**config.mk**
```make
export PLATFORM = sky130hd
export DESIGN_NAME = shadow_route_decoder
export DESIGN_NICKNAME = d
export VERILOG_FILES = /design/src/rtl/shadow_pkg.sv /design/src/rtl/shadow_attr_regs.sv /design/src/rtl/shadow_route_table.sv /design/src/rtl/shadow_seg_lookup.sv /design/src/rtl/shadow_route_decoder.sv
export SDC_FILE = /design/constraint.sdc
export NUM_CORES = 1
export LEC_CHECK = 0
export BUFFER_PORTS_ARGS = -buffer_cell sky130_fd_sc_hd__buf_2
export CORE_MARGIN = 5
export CORE_UTILIZATION = 52
export DETAILED_ROUTE_END_ITERATION = 10
export HOLD_SLACK_MARGIN = 0.1
export PLACE_DENSITY = 0.8
export RECOVER_POWER = 100
export SETUP_SLACK_MARGIN = 0.3
export SYNTH_ARGS = -nofsm -noshare
export SYNTH_HDL_FRONTEND = slang
export SYNTH_SLANG_ARGS = --single-unit
```
**constraint.sdc**
```tcl
create_clock -name clk -period 2.4 [get_ports clk]
set_input_delay 0.36 -clock clk [delete_from_list [all_inputs] [get_ports clk]]
set_output_delay 0.36 -clock clk [all_outputs]
set_load 0.02 [all_outputs]
```
**src/rtl/shadow_pkg.sv**
```systemverilog
package shadow_pkg;

  localparam int unsigned LANE_W  = 8;
  localparam int unsigned LANES   = 4;
  localparam int unsigned NIB_W   = 4;

  // attribute nibble bit positions
  localparam int unsigned RD_BIT  = 0;
  localparam int unsigned WR_BIT  = 1;

  typedef struct packed {
    logic wr_dram;
    logic rd_dram;
  } route_t;

  function automatic route_t nib_to_route(input logic [NIB_W-1:0] nib);
    route_t r;
    r.rd_dram = nib[RD_BIT];
    r.wr_dram = nib[WR_BIT];
    return r;
  endfunction

endpackage

```
**src/rtl/shadow_attr_regs.sv**
```systemverilog
module shadow_attr_regs
  import shadow_pkg::*;
#(
  parameter int unsigned REG_COUNT = 7,
  parameter int unsigned WORD_W    = 1
) (
  input  logic                        clk,
  input  logic                        rst,
  input  logic                        wr_en,
  input  logic [WORD_W-1:0]           word,
  input  logic [LANES-1:0]            be,
  input  logic [LANES*LANE_W-1:0]     wdata,
  output logic [REG_COUNT*LANE_W-1:0] regs_flat,
  output logic                        changed
);

  logic [REG_COUNT-1:0] hit;

  for (genvar k = 0; k < REG_COUNT; k++) begin : g_reg
    localparam int unsigned WIDX = k / LANES;
    localparam int unsigned LIDX = k % LANES;
    logic [LANE_W-1:0] r;

    assign hit[k] = wr_en && (int'(word) == WIDX) && be[LIDX];

    always_ff @(posedge clk) begin
      if (rst)         r <= '0;
      else if (hit[k]) r <= wdata[LIDX*LANE_W +: LANE_W];
    end

    assign regs_flat[k*LANE_W +: LANE_W] = r;
  end

  always_ff @(posedge clk) begin
    if (rst) changed <= 1'b0;
    else     changed <= |hit;
  end


  regs_hold_chk: assert property (@(posedge clk) disable iff (rst)
    !wr_en |=> $stable(regs_flat));


  be_none_chk: assert property (@(posedge clk) disable iff (rst)
    (be == '0) |=> $stable(regs_flat));

endmodule

```
**src/rtl/shadow_route_table.sv**
```systemverilog
module shadow_route_table
  import shadow_pkg::*;
#(
  parameter int unsigned SEG_COUNT = 13,
  parameter int unsigned REG_COUNT = 7
) (
  input  logic                        clk,
  input  logic                        rst,
  input  logic [REG_COUNT*LANE_W-1:0] regs_flat,
  input  logic                        reload,
  output logic [SEG_COUNT-1:0]        rd_dram,
  output logic [SEG_COUNT-1:0]        wr_dram
);

  for (genvar i = 0; i < SEG_COUNT; i++) begin : g_seg
    localparam int unsigned RIDX = (i + 1) / 2;
    localparam int unsigned NOFF = (i % 2 == 1) ? 0 : NIB_W;
    logic [NIB_W-1:0] nib;
    route_t           rt;

    assign nib = regs_flat[RIDX*LANE_W + NOFF +: NIB_W];

    always_ff @(posedge clk) begin
      if (rst) begin
        rt <= '0;
      end else if (reload) begin
        rt <= nib_to_route(nib);
      end
    end

    assign rd_dram[i] = rt.rd_dram;
    assign wr_dram[i] = rt.wr_dram;
  end

  logic unused_lo_nib;
  assign unused_lo_nib = ^{regs_flat[NIB_W-1:0],
                           regs_flat[REG_COUNT*LANE_W-1 -: 2]};


  table_atomic_chk: assert property (@(posedge clk) disable iff (rst)
    !reload |=> ($stable(rd_dram) && $stable(wr_dram)));


  table_follow_chk: assert property (@(posedge clk) disable iff (rst)
    reload |=> ((rd_dram[0] == $past(regs_flat[NIB_W + RD_BIT]))
             && (wr_dram[0] == $past(regs_flat[NIB_W + WR_BIT]))));

endmodule

```
**src/rtl/shadow_seg_lookup.sv**
```systemverilog
module shadow_seg_lookup #(
  parameter int unsigned ADDR_W    = 20,
  parameter int unsigned BIOS_BASE = 32'hF0000,
  parameter int unsigned BIOS_LG2  = 16,
  parameter int unsigned EXP_BASE  = 32'hC0000,
  parameter int unsigned EXP_LG2   = 14,
  parameter int unsigned EXP_SEGS  = 12,
  parameter int unsigned SEG_W     = 4
) (
  input  logic [ADDR_W-1:0] addr,
  output logic              hit,
  output logic [SEG_W-1:0]  seg
);

  localparam int unsigned EXP_TOP = EXP_BASE + (EXP_SEGS << EXP_LG2);

  logic [31:0] a32;
  logic [31:0] off;
  logic [31:0] idx;
  logic        in_bios;
  logic        in_exp;

  always_comb begin
    a32     = 32'(addr);
    off     = a32 - EXP_BASE;
    idx     = off >> EXP_LG2;
    in_bios = (a32 >> BIOS_LG2) == (BIOS_BASE >> BIOS_LG2);
    in_exp  = (a32 >= EXP_BASE) && (a32 < EXP_TOP);
    hit     = in_bios || in_exp;
    if (in_bios)     seg = '0;
    else if (in_exp) seg = SEG_W'(idx + 32'd1);
    else             seg = '1;
  end

endmodule

```
**src/rtl/shadow_route_decoder.sv**
```systemverilog
module shadow_route_decoder
  import shadow_pkg::*;
#(
  parameter int unsigned ADDR_W    = 20,
  parameter int unsigned BIOS_BASE = 32'hF0000,
  parameter int unsigned BIOS_LG2  = 16,
  parameter int unsigned EXP_BASE  = 32'hC0000,
  parameter int unsigned EXP_LG2   = 14,
  parameter int unsigned EXP_SEGS  = 12,
  localparam int unsigned SEG_COUNT = EXP_SEGS + 1,
  localparam int unsigned REG_COUNT = (SEG_COUNT + 1) / 2,
  localparam int unsigned WORDS     = (REG_COUNT + LANES - 1) / LANES,
  localparam int unsigned WORD_W    = (WORDS > 1) ? $clog2(WORDS) : 1,
  localparam int unsigned SEG_W     = $clog2(SEG_COUNT + 1)
) (
  input  logic                    clk,
  input  logic                    rst,
  input  logic                    cfg_wr,
  input  logic [WORD_W-1:0]       cfg_word,
  input  logic [LANES-1:0]        cfg_be,
  input  logic [LANES*LANE_W-1:0] cfg_wdata,
  input  logic                    req_valid,
  input  logic [ADDR_W-1:0]       req_addr,
  input  logic                    req_write,
  output logic                    rsp_valid,
  output logic                    rsp_claimed,
  output logic                    rsp_dram,
  output logic [SEG_W-1:0]        rsp_seg
);

  localparam int unsigned SEG_PAD = 1 << SEG_W;

  logic [REG_COUNT*LANE_W-1:0] regs_flat;
  logic                        reload;
  logic [SEG_COUNT-1:0]        rd_dram;
  logic [SEG_COUNT-1:0]        wr_dram;
  logic [SEG_PAD-1:0]          rd_pad;
  logic [SEG_PAD-1:0]          wr_pad;
  logic                        lk_hit;
  logic [SEG_W-1:0]            lk_seg;
  logic                        sel_dram;

  shadow_attr_regs #(
    .REG_COUNT (REG_COUNT),
    .WORD_W    (WORD_W)
  ) u_regs (
    .clk       (clk),
    .rst       (rst),
    .wr_en     (cfg_wr),
    .word      (cfg_word),
    .be        (cfg_be),
    .wdata     (cfg_wdata),
    .regs_flat (regs_flat),
    .changed   (reload)
  );

  shadow_route_table #(
    .SEG_COUNT (SEG_COUNT),
    .REG_COUNT (REG_COUNT)
  ) u_table (
    .clk       (clk),
    .rst       (rst),
    .regs_flat (regs_flat),
    .reload    (reload),
    .rd_dram   (rd_dram),
    .wr_dram   (wr_dram)
  );

  shadow_seg_lookup #(
    .ADDR_W    (ADDR_W),
    .BIOS_BASE (BIOS_BASE),
    .BIOS_LG2  (BIOS_LG2),
    .EXP_BASE  (EXP_BASE),
    .EXP_LG2   (EXP_LG2),
    .EXP_SEGS  (EXP_SEGS),
    .SEG_W     (SEG_W)
  ) u_lookup (
    .addr      (req_addr),
    .hit       (lk_hit),
    .seg       (lk_seg)
  );

  assign rd_pad   = {{(SEG_PAD-SEG_COUNT){1'b0}}, rd_dram};
  assign wr_pad   = {{(SEG_PAD-SEG_COUNT){1'b0}}, wr_dram};
  assign sel_dram = lk_hit && (req_write ? wr_pad[lk_seg] : rd_pad[lk_seg]);

  always_ff @(posedge clk) begin
    if (rst) begin
      rsp_valid   <= 1'b0;
      rsp_claimed <= 1'b0;
      rsp_dram    <= 1'b0;
      rsp_seg     <= '1;
    end else begin
      rsp_valid <= req_valid;
      if (req_valid) begin
        rsp_claimed <= lk_hit;
        rsp_dram    <= sel_dram;
        rsp_seg     <= lk_seg;
      end
    end
  end


  valid_follow_chk: assert property (@(posedge clk) disable iff (rst)
    req_valid |=> rsp_valid);


  valid_idle_chk: assert property (@(posedge clk) disable iff (rst)
    !req_valid |=> !rsp_valid);


  miss_pci_chk: assert property (@(posedge clk) disable iff (rst)
    (rsp_valid && !rsp_claimed) |-> (!rsp_dram && (rsp_seg == '1)));


  seg_range_chk: assert property (@(posedge clk) disable iff (rst)
    (rsp_valid && rsp_claimed) |-> (32'(rsp_seg) < SEG_COUNT));


  bios_seg_chk: assert property (@(posedge clk) disable iff (rst)
    req_valid && (32'(req_addr) >= BIOS_BASE)
      |=> (rsp_claimed && (rsp_seg == '0)));

endmodule

```
# Word-level counts from Yosys, hierarchy flattened
# Cells that the tools add are included.
dict set report totals {
  reg_bits 76
  input_bits 62
  out_inout_bits 7
  wordCells 65
}
dict set report op_classes {
  n_addsub 2
  magnitude_cmp 3
  eq_ne 1
  n_mux 7
  bitwise 1
  reduce_logical 13
}
# operator n
set op_table {}
lappend op_table {{20-bit greater-or-equal comparator (second input constant)} 1}
lappend op_table {{20-bit less-than comparator (second input constant)} 1}
lappend op_table {{18-bit by 1-bit subtractor with 18-bit output (second input constant)} 1}
lappend op_table {{1-bit logical AND} 11}
lappend op_table {{1-bit binary-select mux with 4-bit select} 2}
lappend op_table {{4-bit 2-to-1 mux} 2}
lappend op_table {{7-bit OR reduction} 1}
lappend op_table {{4-bit by 5-bit less-than comparator with 1-bit output (second input constant)} 1}
lappend op_table {{4-bit by 1-bit adder with 4-bit output (second input constant)} 1}
lappend op_table {{4-bit == test (second input constant)} 1}
lappend op_table {{1-bit 2-to-1 mux} 3}
lappend op_table {{1-bit logical OR} 1}
lappend op_table {{1-bit NOT} 1}

# Longest topological paths before layout
# Gate-level depths: netlist (run 1).
dict set report logic_depth {
  ltp_word 8
  mapped_depth 8
  ltp_nobuf 7
}

# Hierarchy
# From an unflattened synthesis (run 1), not the netlist that was laid out.
dict set report hier_totals {
  hier_cells 380
  area_unflattened_um2 4015.1
}
# mod instances cells_each area_per_inst_um2 seq_area_each_um2
set by_module_without_submodules {}
lappend by_module_without_submodules {shadow_attr_regs 1 231 2469.9 1141.1}
lappend by_module_without_submodules {shadow_route_table 1 84 943.4 520.5}
lappend by_module_without_submodules {shadow_route_decoder 1 52 514.2 140.1}
lappend by_module_without_submodules {shadow_seg_lookup 1 13 87.6 0.0}

# Worst setup path before layout (run 1)
# No wires, ideal clock.
dict set report synth_timing {
  path_type {input -> register}
  from {input req_addr[14]}
  to {register rsp_dram}
  setup_ns 0.132
  arrival_time_ns 1.717
  t_required_ns 2.268
  path_slack_ns 0.550
  cell_stages 6
  path_buffers 0
  cell_sequence {ha_1 > and2b_1 > or3_1 > a311o_1 > o31ai_2 > a211oi_2}
}
dict set report synth_via {
  elab_chain_cells 8
  elab_cells_between_ends 14
  classes_between {2 x add/sub; 2 x order compare; 7 x mux; 3 x reduce/logical}
}
# element line
set synth_lines {}
lappend synth_lines {{start: declaration} shadow_route_decoder.sv:23} ;# input logic [ADDR_W-1:0] req_addr,
lappend synth_lines {{18-bit by 1-bit subtractor with 18-bit output (tied with other cells)} shadow_seg_lookup.sv:25} ;# off = a32 - EXP_BASE;
lappend synth_lines {{4-bit by 1-bit adder with 4-bit output / 1-bit logical AND (equally long branches)} {shadow_seg_lookup.sv:31, shadow_seg_lookup.sv:28}}
lappend synth_lines {{4-bit 2-to-1 mux} shadow_seg_lookup.sv:31} ;# else if (in_exp) seg = SEG_W'(idx + 32'd1);
lappend synth_lines {{4-bit 2-to-1 mux} shadow_seg_lookup.sv:30} ;# if (in_bios) seg = '0;
lappend synth_lines {{1-bit binary-select mux with 4-bit select} shadow_route_decoder.sv:85} ;# assign sel_dram = lk_hit && (req_write ? wr_pad[lk_seg] : rd_pad[lk_seg]);
lappend synth_lines {{1-bit 2-to-1 mux (not written as such)} shadow_route_decoder.sv:85}
lappend synth_lines {{1-bit 2-to-1 mux} shadow_route_decoder.sv:85}
lappend synth_lines {{1-bit logical AND (*)} shadow_route_decoder.sv:85}
lappend synth_lines {{end signal: assignment} shadow_route_decoder.sv:97} ;# rsp_dram <= sel_dram;
lappend synth_lines {{end: declaration} shadow_route_decoder.sv:27} ;# output logic rsp_dram,
# Mark *: on every way between the ends. The rest lies on a longest branch, timed or not. The select of a mux whose other input is x is not followed.
# A chain may end at the register's enable or synchronous reset.

# Worst setup path in the final report (run 1)
dict set report layout_timing {
  from {input rst}
  to {register u_table.g_seg[1].rt (netlist bit u_table.rd_dram[1])}
}
# element line
set layout_rtl {}
lappend layout_rtl {{start: declaration} shadow_route_decoder.sv:17} ;# input logic rst,
lappend layout_rtl {{end signal: assignment} shadow_route_table.sv:27} ;# rt <= nib_to_route(nib);
lappend layout_rtl {{end: declaration} shadow_route_table.sv:19} ;# route_t rt;
# No word-level cell between the ends.

==> impl_results.md, run 1 <==
* 1st-iter DRT viols at roughly 210
* I/O Pins at 69
* Async SR Flop Fraction at 0%
* CP arrival at 2.13 ns
* Gate power share at 10.5%
* Switching power at roughly 0.50 mW
* GRT Residual Overflow at 0
* Synthesis-to-layout area growth at 13.83%
* Post-CTS setup buffers at 0
* Share of the synthesized area in the top cell type at a little under half
* Worst Hold Depth at 3
* Clock share of power at a little under two fifths
* EDFF count, synth at 0
* Crit-path slowest cell: clkbuf_1
* H-tree levels at 3
* Hold Path Class: in -> reg
* Top delay family on crit path: buffers and inverters
* R2R cell count at 4
* Initial antenna violation count at 0
* Number of antenna-violating nets in the routed design at 0
* Crit end category: flop
* Cts hold-fix bufs at 0
* Critical Path RT at between 2 and 3 ns
* IO Port Bufs at 38
* Ys flop type: dfxtp_1
* Post-Synthesis Cell Area at 2669 sq um
* CP cell instances: clkbuf_1 -> clkbuf_2 -> nor2_1
* Yosys warnings at 0
* Core Util, Final at approximately 60%
* Hold wc startpoint: cfg_wdata[0]
* Die X at just over 80 um
* Clock Latency Late Sink at approximately 0.33 ns
* GPL Wtd Cong at 0.9061
* Leading area contributor after synthesis: dfxtp_1
* Hold endpoint: u_regs.g_reg[4].r[0]
* Nets at 398
* Largest net degree at the start of global routing at 40
* CP Launch Type: primary input
* N_diodes at 0
* Vias in the first global route at a little under 2000
* Reg2reg end: rsp_dram
* DP Wirelength at roughly 4200 um
* Status: finished, violations left
* Fraction of the yosys area taken by sequential cells at about 45%
* Crit Path Category: in -> reg
* Via count at between 2000 and 2500
* Internal at around 1.5 mW
* Final setup fails at 0
* Worst-Margin Slew at 1.530 ns
* Largest fanout on the critical path at 39
* Flops & latches, synth at 60
* Routed WL at 5776 um
* Max stage delay on crit path at roughly 1.1 ns
* Worst-path clk slew at around 0.060 ns
* Clock tree root driver cell: clkbuf_8
* Cells after synthesis at between 200 and 300
* Unique masters post-synth at 42
* Number of max-cap violations at 1
* PwrDens at between 600 and 700 nW/um^2
* Setup total negative slack at 0 ns
* GRT Total Usage at between 15 and 20%
* Failing checks: capacitance limit, slew limit
* Buf+Inv Stages, Crit Path at 2
* Drt drc at 0
* Min Clock Period, post-route at between 1.5 and 2 ns
* Unrepaired setup endpoints after global routing: false
* Area contributors post-synth: dfxtp_1 45%, mux2i_1 15%, nor2_1 6.0%
* Die ar. at ~6700 sq um
* WL per Instance at 14.12 um
* Static leakage at approximately 1.2 nW
* Register-to-register setup slack at 1.00 ns
* CTS buffer count at 9
* Worst IR Drop VDD at between 0.5 and 0.6 mV
* Reg power frac at approximately 52%
* Clk buf depth at 2
* Total clock sinks at 60
* R2r startpoint: u_table.wr_dram[1]
* Clock skew at between 0.009 and 0.01 ns
* Switching fraction of total power at ~25%
* Syn avg cell area at 8.956 sq um
* Starting density of the core at approximately 53%
* Via/cell ratio at 5.469
* CORE AREA at 5042 sq um
* Fillcell total at about 450
* CTS resizes at 0
* Pre-antenna DRT Iters at 6
* Die Ht at between 80 and 90 um
* F_max at slightly above 500 MHz
* CTS tree: done
* Slew Limit Headroom at -1.982%
* Post-Synthesis Net Count at 362
* Tcrit/Tclk final at 80.42%
* First-pass GRT wire length at around 9300 um
* Fin. Hold Viols at 0
* Rows at 26
* Share of cells above drive strength 1 at roughly 18%
* Fin. max-slew vios at 40
state kept, by name (all words and copies together) (netlist names):
name,count
u_table.wr_dram,13
rsp_valid,1
rsp_dram,1
u_regs.g.r,26
u_table.rd_dram,13
u_regs.changed,1
rsp_seg,4
rsp_claimed,1
tightest hold or removal path, delay by kind of cell:
kind | cells | cell delay, ns
buf+inv | 1 | 0.07
mux | 1 | 0.05
simple gates | 1 | 0.07
Yosys cell counts (all sizes together), types with 4 or more instances:
cell type / count
clkbuf: 13
nor2b: 6
buf: 5
nand3: 26
dfxtp: 60
or2: 4
nand2: 28
nor2: 44
a21oi: 28
o21ai: 6
nand2b: 4
mux2i: 40
cell type report:
class / instances / area, sq um / area share [%]
clock buffers: 14 / 152.6 / 5.025
well taps: 70 / 87.58 / 2.883
clock inverters: 2 / 10.01 / 0.3295
repair buffers: 43 / 211.5 / 6.960
inverters: 3 / 11.26 / 0.3707
multi-input cells: 217 / 1364 / 44.89
flip-flops and latches: 60 / 1201 / 39.54
power by group through the flow:
| stage | clock network (mW) | logic, mW | registers (mW) |
|---|---|---|---|
| after floorplan | 0 | 0.143 | 1.06 |
| after global placement | 0 | 0.207 | 1.05 |
| after detailed placement | 0 | 0.211 | 1.06 |
| after CTS | 0.777 | 0.213 | 1.03 |
| after global routing | 0.824 | 0.233 | 1.04 |
| final | 0.764 | 0.211 | 1.03 |
metal layers:
layer	part of all wire, %	track usage (%)	wire [um]
met1	46	23.94	2635
met2	46	29.56	2667
met3	6.1	4.167	352
met4	2.1	7.641	121
met5	0	0	0
logic make-up after synthesis:
logic type	count (synthesis)	share of synthesized area [%]
AO/OA/AOI/OAI	54	13.92
multiplexers	40	15.00
adder cells (fa/ha/maj)	2	0.9375
flip-flops	60	45.01
buffers and inverters	21	3.891
AND/OR/NAND/NOR	121	21.24
worst max path at each step:
stage / cells past startpoint / to / start
after floorplan: 6 / rsp_dram / req_addr[14]
after global placement: 7 / rsp_dram / req_addr[14]
after detailed placement: 7 / rsp_dram / req_addr[14]
after CTS: 7 / rsp_dram / req_addr[14]
after global routing: 3 / u_regs.g_reg[5].r[0] / rst
final: 3 / u_table.rd_dram[1] / rst
stage by stage:
step	hold WS, ns	cells	area [sq um]	setup slack (ns)	total power, mW
finish	0.2576	409	3038	0.4698	2.009
global route	0.2800	409	3038	0.2124	2.093
detailed placement	0.4486	393	2892	0.1464	1.267
CTS	0.2524	409	3054	0.4876	2.023
global placement	0.4472	393	2892	0.2246	1.262
floorplan	0.4360	298	2669	0.5502	1.199
layout by cell type (no fill, tap or decap), drive strengths merged, types with 3 or more instances in the layout:
master / instances
a211oi: 3
a21oi: 28
a311oi: 3
buf: 33
clkbuf: 24
dfxtp: 60
inv: 3
mux2i: 40
nand2: 28
nand2b: 4
nand3: 26
nor2: 44
nor2b: 6
nor3b: 3
o21ai: 6
or2: 4
No activity file was read; power rests on OpenSTA's default activity.
==> run 2: changes to the inputs <==
--- a/config.mk
+++ b/config.mk
@@ -7,10 +7,10 @@
 export LEC_CHECK = 0
 export BUFFER_PORTS_ARGS = -buffer_cell sky130_fd_sc_hd__buf_2
 export CORE_MARGIN = 5
-export CORE_UTILIZATION = 52
+export CORE_UTILIZATION = 47
 export DETAILED_ROUTE_END_ITERATION = 10
 export HOLD_SLACK_MARGIN = 0.1
-export PLACE_DENSITY = 0.8
+export PLACE_DENSITY = 0.76
 export RECOVER_POWER = 100
 export SETUP_SLACK_MARGIN = 0.3
 export SYNTH_ARGS = -nofsm -noshare
==> constraint.sdc (replaced) <==
create_clock -name clk -period 1.65 [get_ports clk]
set_input_delay 0.2475 -clock clk [delete_from_list [all_inputs] [get_ports clk]]
set_output_delay 0.2475 -clock clk [all_outputs]
set_load 0.02 [all_outputs]
==> impl_results.md, run 2 (synthesis gave the netlist of run 1 again) <==
* Buf+Inv Stages, Crit Path at 3 (+1)
* Reg2reg end: rsp_dram
* Clock Latency Late Sink at 0.33 ns (about the same)
* Tot Pwr at 3.029 mW (+51%)
* Total clock sinks at 60 (unchanged)
* GPL Wtd Cong at 0.9170 (+1.2%)
* Slew Limit Headroom at 70.38% (+72 points)
* N_diodes at 0 (unchanged)
* GRT Residual Overflow at 0 (unchanged)
* Fillcell total at 489 (+9.4%)
* Clock tree root driver cell: clkbuf_8
* Final setup fails at 0 (unchanged)
* Register-to-register setup slack at 0.34 ns (-0.66 ns)
* Routed WL at 6134 um (+6.2%)
* WP depth at 8 (+5)
* Area after DPL at 3082 sq um (+6.6%)
* Drt drc at 0 (unchanged)
* Area occupied by registers at 1201 sq um (unchanged)
* CP arrival at 1.66 ns (-0.47 ns)
* DP Wirelength at 4449 um (+6.5%)
* First-pass GRT wire length at 10510 um (+12%)
* Worst-Margin Slew at 0.4444 ns (-1.085 ns)
* Vias in the first global route at 2269 (+14%)
* Starting density of the core at 48.47% (-4.5 points)
* Number of max-cap violations at 0 (-1)
* Crit end category: flop
* Biggest register: u_regs.g.r
* PwrDens at 900.2 nW/um^2 (+36%)
* Die Ht at 85.36 um (+4.6%)
* Nets at 420 (+5.5%)
* Setup total negative slack at 0 ns (unchanged)
* Largest fanout on the critical path at 8 (-79%)
* Design area at 3364 sq um (+11%)
* Clock skew at 0.005249 ns (-0.004734 ns)
* Multi-input logic area at 1484 sq um (+8.8%)
* IO Port Bufs at 38 (unchanged)
* H-tree levels at 3 (unchanged)
* Hold endpoint: u_regs.g_reg[4].r[0]
* Fin. Hold Viols at 0 (unchanged)
* Initial antenna violation count at 0 (unchanged)
* Number of antenna-violating nets in the routed design at 0 (unchanged)
* CP Launch Type: primary input
* Die ar. at 7285 sq um (+9.3%)
* Unrepaired setup endpoints after global routing: true
* I/O Pins at 69 (unchanged)
* Core Util, Final at 61.10% (+0.85 points)
* Max reg flops at 26 (unchanged)
* Die X at 85.36 um (+4.6%)
* Via count at 2301 (+2.9%)
* Max stage delay on crit path at 0.33 ns (-0.75 ns)
* Critical Path RT at 1.86 ns (-0.74 ns)
* Hold wc startpoint: cfg_wdata[0]
* Rows at 27 (+3.8%)
* Synthesis-to-layout area growth at 26.07%
* Status: finished, final reports clean
* CP cell instances: buf_8 -> buf_4 -> inv_2 -> ha_4 -> a21oi_1 -> a311oi_2 -> a221oi_2 -> a211oi_2
* WL per Instance at 14.20 um (+0.54%)
* Crit Path Category: in -> reg
* Tcrit/Tclk final at 87.82%
* Dpl ws at -0.1803 ns (-0.3267 ns)
* Worst Hold Depth at 3 (unchanged)
* Pre-antenna DRT Iters at 4 (-2)
* 1st-iter DRT viols at 156 (-24%)
* Fin. max-slew vios at 0 (-100%)
* CORE AREA at 5507 sq um (+9.2%)
* Clk buf depth at 2 (unchanged)
* Share of cells above drive strength 1 at 27.22% (+9.2 points)
* Final std cells w/o fill at 432 (+5.6%)
* Fin Hold WS at 0.1464 ns (-0.1111 ns)
* CTS tree: done
* Via/cell ratio at 5.326 (-2.6%)
* R2R cell count at 4 (unchanged)
* Crit-path slowest cell: a221oi_2
* Static leakage at 1.359 nW (+13%)
* Largest net degree at the start of global routing at 54 (+35%)
* Worst-path clk slew at 0.06 ns (about the same)
* GRT Total Usage at 18.03% (-0.41 points)
* F_max at just under 700 MHz
* Worst IR Drop VDD at 0.4483 mV (-11%)
* CTS buffer count at 9 (unchanged)
* Commonest non-fill, non-tap cell in the layout: dfxtp_1
* R2r startpoint: u_table.wr_dram[1]
* Top delay family on crit path: compound AO/OA/AOI/OAI gates
* Final WS setup at 0.2010 ns (-0.2688 ns)
* Min Clock Period, post-route at between 1 and 1.5 ns
* Hold Path Class: in -> reg
* Placed Cells at 412 (+4.8%)
* Most frequent cells in the layout: 60 x dfxtp_1, 44 x nor2_1, 40 x mux2i_1
[run 2: changes by cell type in the layout (fill, tap and decap cells not counted), sizes merged]
cell	change
buf	+21
[run 2: worst max-delay path by stage]
stage | from | to | slack, ns
2_1_floorplan | req_addr[14] | rsp_dram | 0.05
3_5_place_dp | req_addr[14] | rsp_dram | -0.18
3_3_place_gp | req_addr[14] | rsp_dram | -0.15
4_1_cts | req_addr[14] | rsp_dram | 0.20
5_1_grt | req_addr[15] | rsp_dram | 0.13
6_report | req_addr[15] | rsp_dram | 0.20
[run 2: layout make-up]
type | instances | area share, %
Multi-Input combinational cell | 217 | 44.11
Sequential cell | 60 | 35.70
Timing Repair Buffer | 65 | 12.16
Inverter | 3 | 0.3347
Clock buffer | 13 | 4.723
Clock inverter | 2 | 0.2975
Tap cell | 72 | 2.678
[run 2: worst register-to-register path, delay by kind of cell (launching register included)]
family          cells  cell delay [ns]
compound gates      4             0.87
flops               1             0.32
[run 2: routing by layer]
layer  track usage, %  vias up  routed length [um]
met4            10.22        0                 182
met5                0        -                   0
met1            21.66     1063                2688
met2            29.38       54                2936
met3            4.272       17                 327
li1                 -     1167                   -
[run 2: what timing repair did]
item,in CTS,in global routing
gates cloned,0,0
resized for setup,8,12
pin swaps,6,7
endpoints found under the setup margin,1,3
hold buffers,0,0
buffers inserted,3,2
[run 2: report_power, final]
| group | total (mW) | switching, mW | internal (mW) |
|---|---|---|---|
| Combinational | 0.393 | 0.212 | 0.181 |
| Sequential | 1.50 | 0.0193 | 1.48 |
| Clock | 1.13 | 0.518 | 0.614 |
==> run 3: changes to the inputs <==
--- a/config.mk
+++ b/config.mk
@@ -6,8 +6,10 @@
 export NUM_CORES = 1
 export LEC_CHECK = 0
 export BUFFER_PORTS_ARGS = -buffer_cell sky130_fd_sc_hd__buf_2
+export CELL_PAD_IN_SITES_DETAIL_PLACEMENT = 0
+export CELL_PAD_IN_SITES_GLOBAL_PLACEMENT = 1
 export CORE_MARGIN = 5
-export CORE_UTILIZATION = 47
+export CORE_UTILIZATION = 35
 export DETAILED_ROUTE_END_ITERATION = 10
 export HOLD_SLACK_MARGIN = 0.1
 export PLACE_DENSITY = 0.76
==> impl_results.md, run 3 (synthesis gave the netlist of run 1 again) <==
* Slew Limit Headroom at 31.64% (-39 points)
* Worst IR Drop VDD at 0.5416 mV (+21%)
* Vias in the first global route at 2091 (-7.8%)
* Final setup fails at 0 (unchanged)
* Die Ht at 97.32 um (+14%)
* Clock skew at 0.005491 ns (+0.0002417 ns)
* Die X at 97.32 um (+14%)
* Starting density of the core at 36.41% (-12 points)
* Critical Path RT at 1.87 ns (about the same)
* Clock tree root driver cell: clkbuf_8
* CORE AREA at 7331 sq um (+33%)
* GPL Wtd Cong at 0.8842 (-3.6%)
* I/O Pins at 69 (unchanged)
* Largest fanout on the critical path at 4 (-4)
* Area after DPL at 3128 sq um (+1.5%)
* Most frequent cells in the layout: 60 x dfxtp_1, 44 x nor2_1, 40 x mux2i_1
* Clk buf depth at 2 (unchanged)
* Commonest non-fill, non-tap cell in the layout: dfxtp_1
* Core Util, Final at 46.42% (-15 points)
* CTS tree: done
* CP arrival at 1.70 ns (+0.04 ns)
* Via count at 2237 (-2.8%)
* Static leakage at 1.366 nW (+0.53%)
* Biggest register: u_regs.g.r
* Hold Path Class: in -> reg
* Clock Latency Late Sink at 0.33 ns (about the same)
* F_max at 672.3 MHz (-2.6%)
* Nets at 418 (-0.48%)
* Unrepaired setup endpoints after global routing: true
* Largest net degree at the start of global routing at 54 (unchanged)
* Dpl ws at -0.1850 ns (-0.004667 ns)
* Final WS setup at 0.1625 ns (-0.03846 ns)
* PwrDens at 957.0 nW/um^2 (+6.3%)
* Status: finished, final reports clean
* Synthesis-to-layout area growth at 27.52%
* Pre-antenna DRT Iters at 4 (unchanged)
* Via/cell ratio at 4.906 (-7.9%)
* Rows at 31 (+15%)
* Fin. Hold Viols at 0 (unchanged)
* First-pass GRT wire length at 10600 um (+0.86%)
* GRT Total Usage at 13.89% (-4.1 points)
* Worst-Margin Slew at 1.025 ns (+0.5811 ns)
* DP Wirelength at 4625 um (+4.0%)
* WL per Instance at 13.82 um (-2.7%)
* Setup total negative slack at 0 ns (unchanged)
* Design area at 3403 sq um (+1.2%)
* Total clock sinks at 60 (unchanged)
* N_diodes at 0 (unchanged)
* Fin. max-slew vios at 0 (unchanged)
* Crit end category: flop
* Drt drc at 0 (unchanged)
* Min Clock Period, post-route at 1.487 ns (+0.03846 ns)
* Worst-path clk slew at 0.06 ns (about the same)
* Tcrit/Tclk final at 90.15% (+2.3 points)
* Tot Pwr at 3.257 mW (+7.5%)
* R2R cell count at 4 (unchanged)
* Number of antenna-violating nets in the routed design at 0 (unchanged)
* GRT Residual Overflow at 0 (unchanged)
* 1st-iter DRT viols at 116 (-26%)
* H-tree levels at 3 (unchanged)
* Die ar. at 9471 sq um (+30%)
* Number of max-cap violations at 0 (unchanged)
* Crit Path Category: in -> reg
* Initial antenna violation count at 0 (unchanged)
* Worst Hold Depth at 3 (unchanged)
* CTS buffer count at 9 (unchanged)
* IO Port Bufs at 38 (unchanged)
* Max reg flops at 26 (unchanged)
* Routed WL at 6302 um (+2.7%)
* CP Launch Type: primary input
* Share of cells above drive strength 1 at 26.05% (-1.2 points)
-- run 3: changes by cell type in the layout (fill, tap and decap cells not counted), sizes merged --
cell,delta
bufinv,+1
buf,-3
clkinv,-2
clkbuf,+1
-- run 3: cell type report --
class	instances	area [sq um]
Inverter	3	11.26
Sequential cell	60	1201
Tap cell	99	123.9
Timing Repair Buffer	63	399.1
Multi-Input combinational cell	217	1459
Fill cell	735	3928
Clock buffer	13	178.9
Clock inverter	1	30.03
-- run 3: through the flow --
stage | instances | hold WS, ns
after floorplan | 298 | 0.3914
after global placement | 439 | 0.4495
after detailed placement | 439 | 0.4504
after CTS | 455 | 0.1373
after global routing | 456 | 0.1480
final | 456 | 0.1447
-- run 3: worst paths after layout --
kind / startpoint / endpoint / slack [ns]
hold reg to reg: u_regs.g_reg[1].r[0] / u_regs.g_reg[1].r[0] / 0.46
setup reg to reg: u_table.wr_dram[1] / rsp_dram / 0.26
hold / removal: cfg_wdata[0] / u_regs.g_reg[4].r[0] / 0.14
setup / recovery: req_addr[14] / rsp_seg[2] / 0.16
-- run 3: routing by layer --
metal  track usage (%)  share of wire [%]  vias up
met5                 0                  0        -
met1             19.32                 51     1031
met4             5.112                1.6        0
li1                  -                  -     1157
met3             4.020                3.8       10
met2             20.33                 44       39
-- run 3: timing repair --
action / in CTS / in global routing
pin swaps: 5 / 8
setup endpoints to repair: 1 / 2
hold buffers: 0 / 0
resized for setup: 9 / 6
setup buffers: 2 / 1
-- run 3: power by group --
| group | internal, mW | total (mW) | switching [mW] |
|---|---|---|---|
| clock | 0.846 | 1.37 | 0.523 |
| combinational | 0.176 | 0.384 | 0.208 |
| sequential | 1.48 | 1.50 | 0.0201 |
-- run 3: critical path: stages --
cell	delay (ns)
buf_8	0.11
ha_4	0.16
and2b_2	0.22
buf_4	0.14
nor3_2	0.09
clkbuf_1	0.19
buf_4	0.14
buf_4	0.09
a21oi_1	0.05
or2_2	0.28
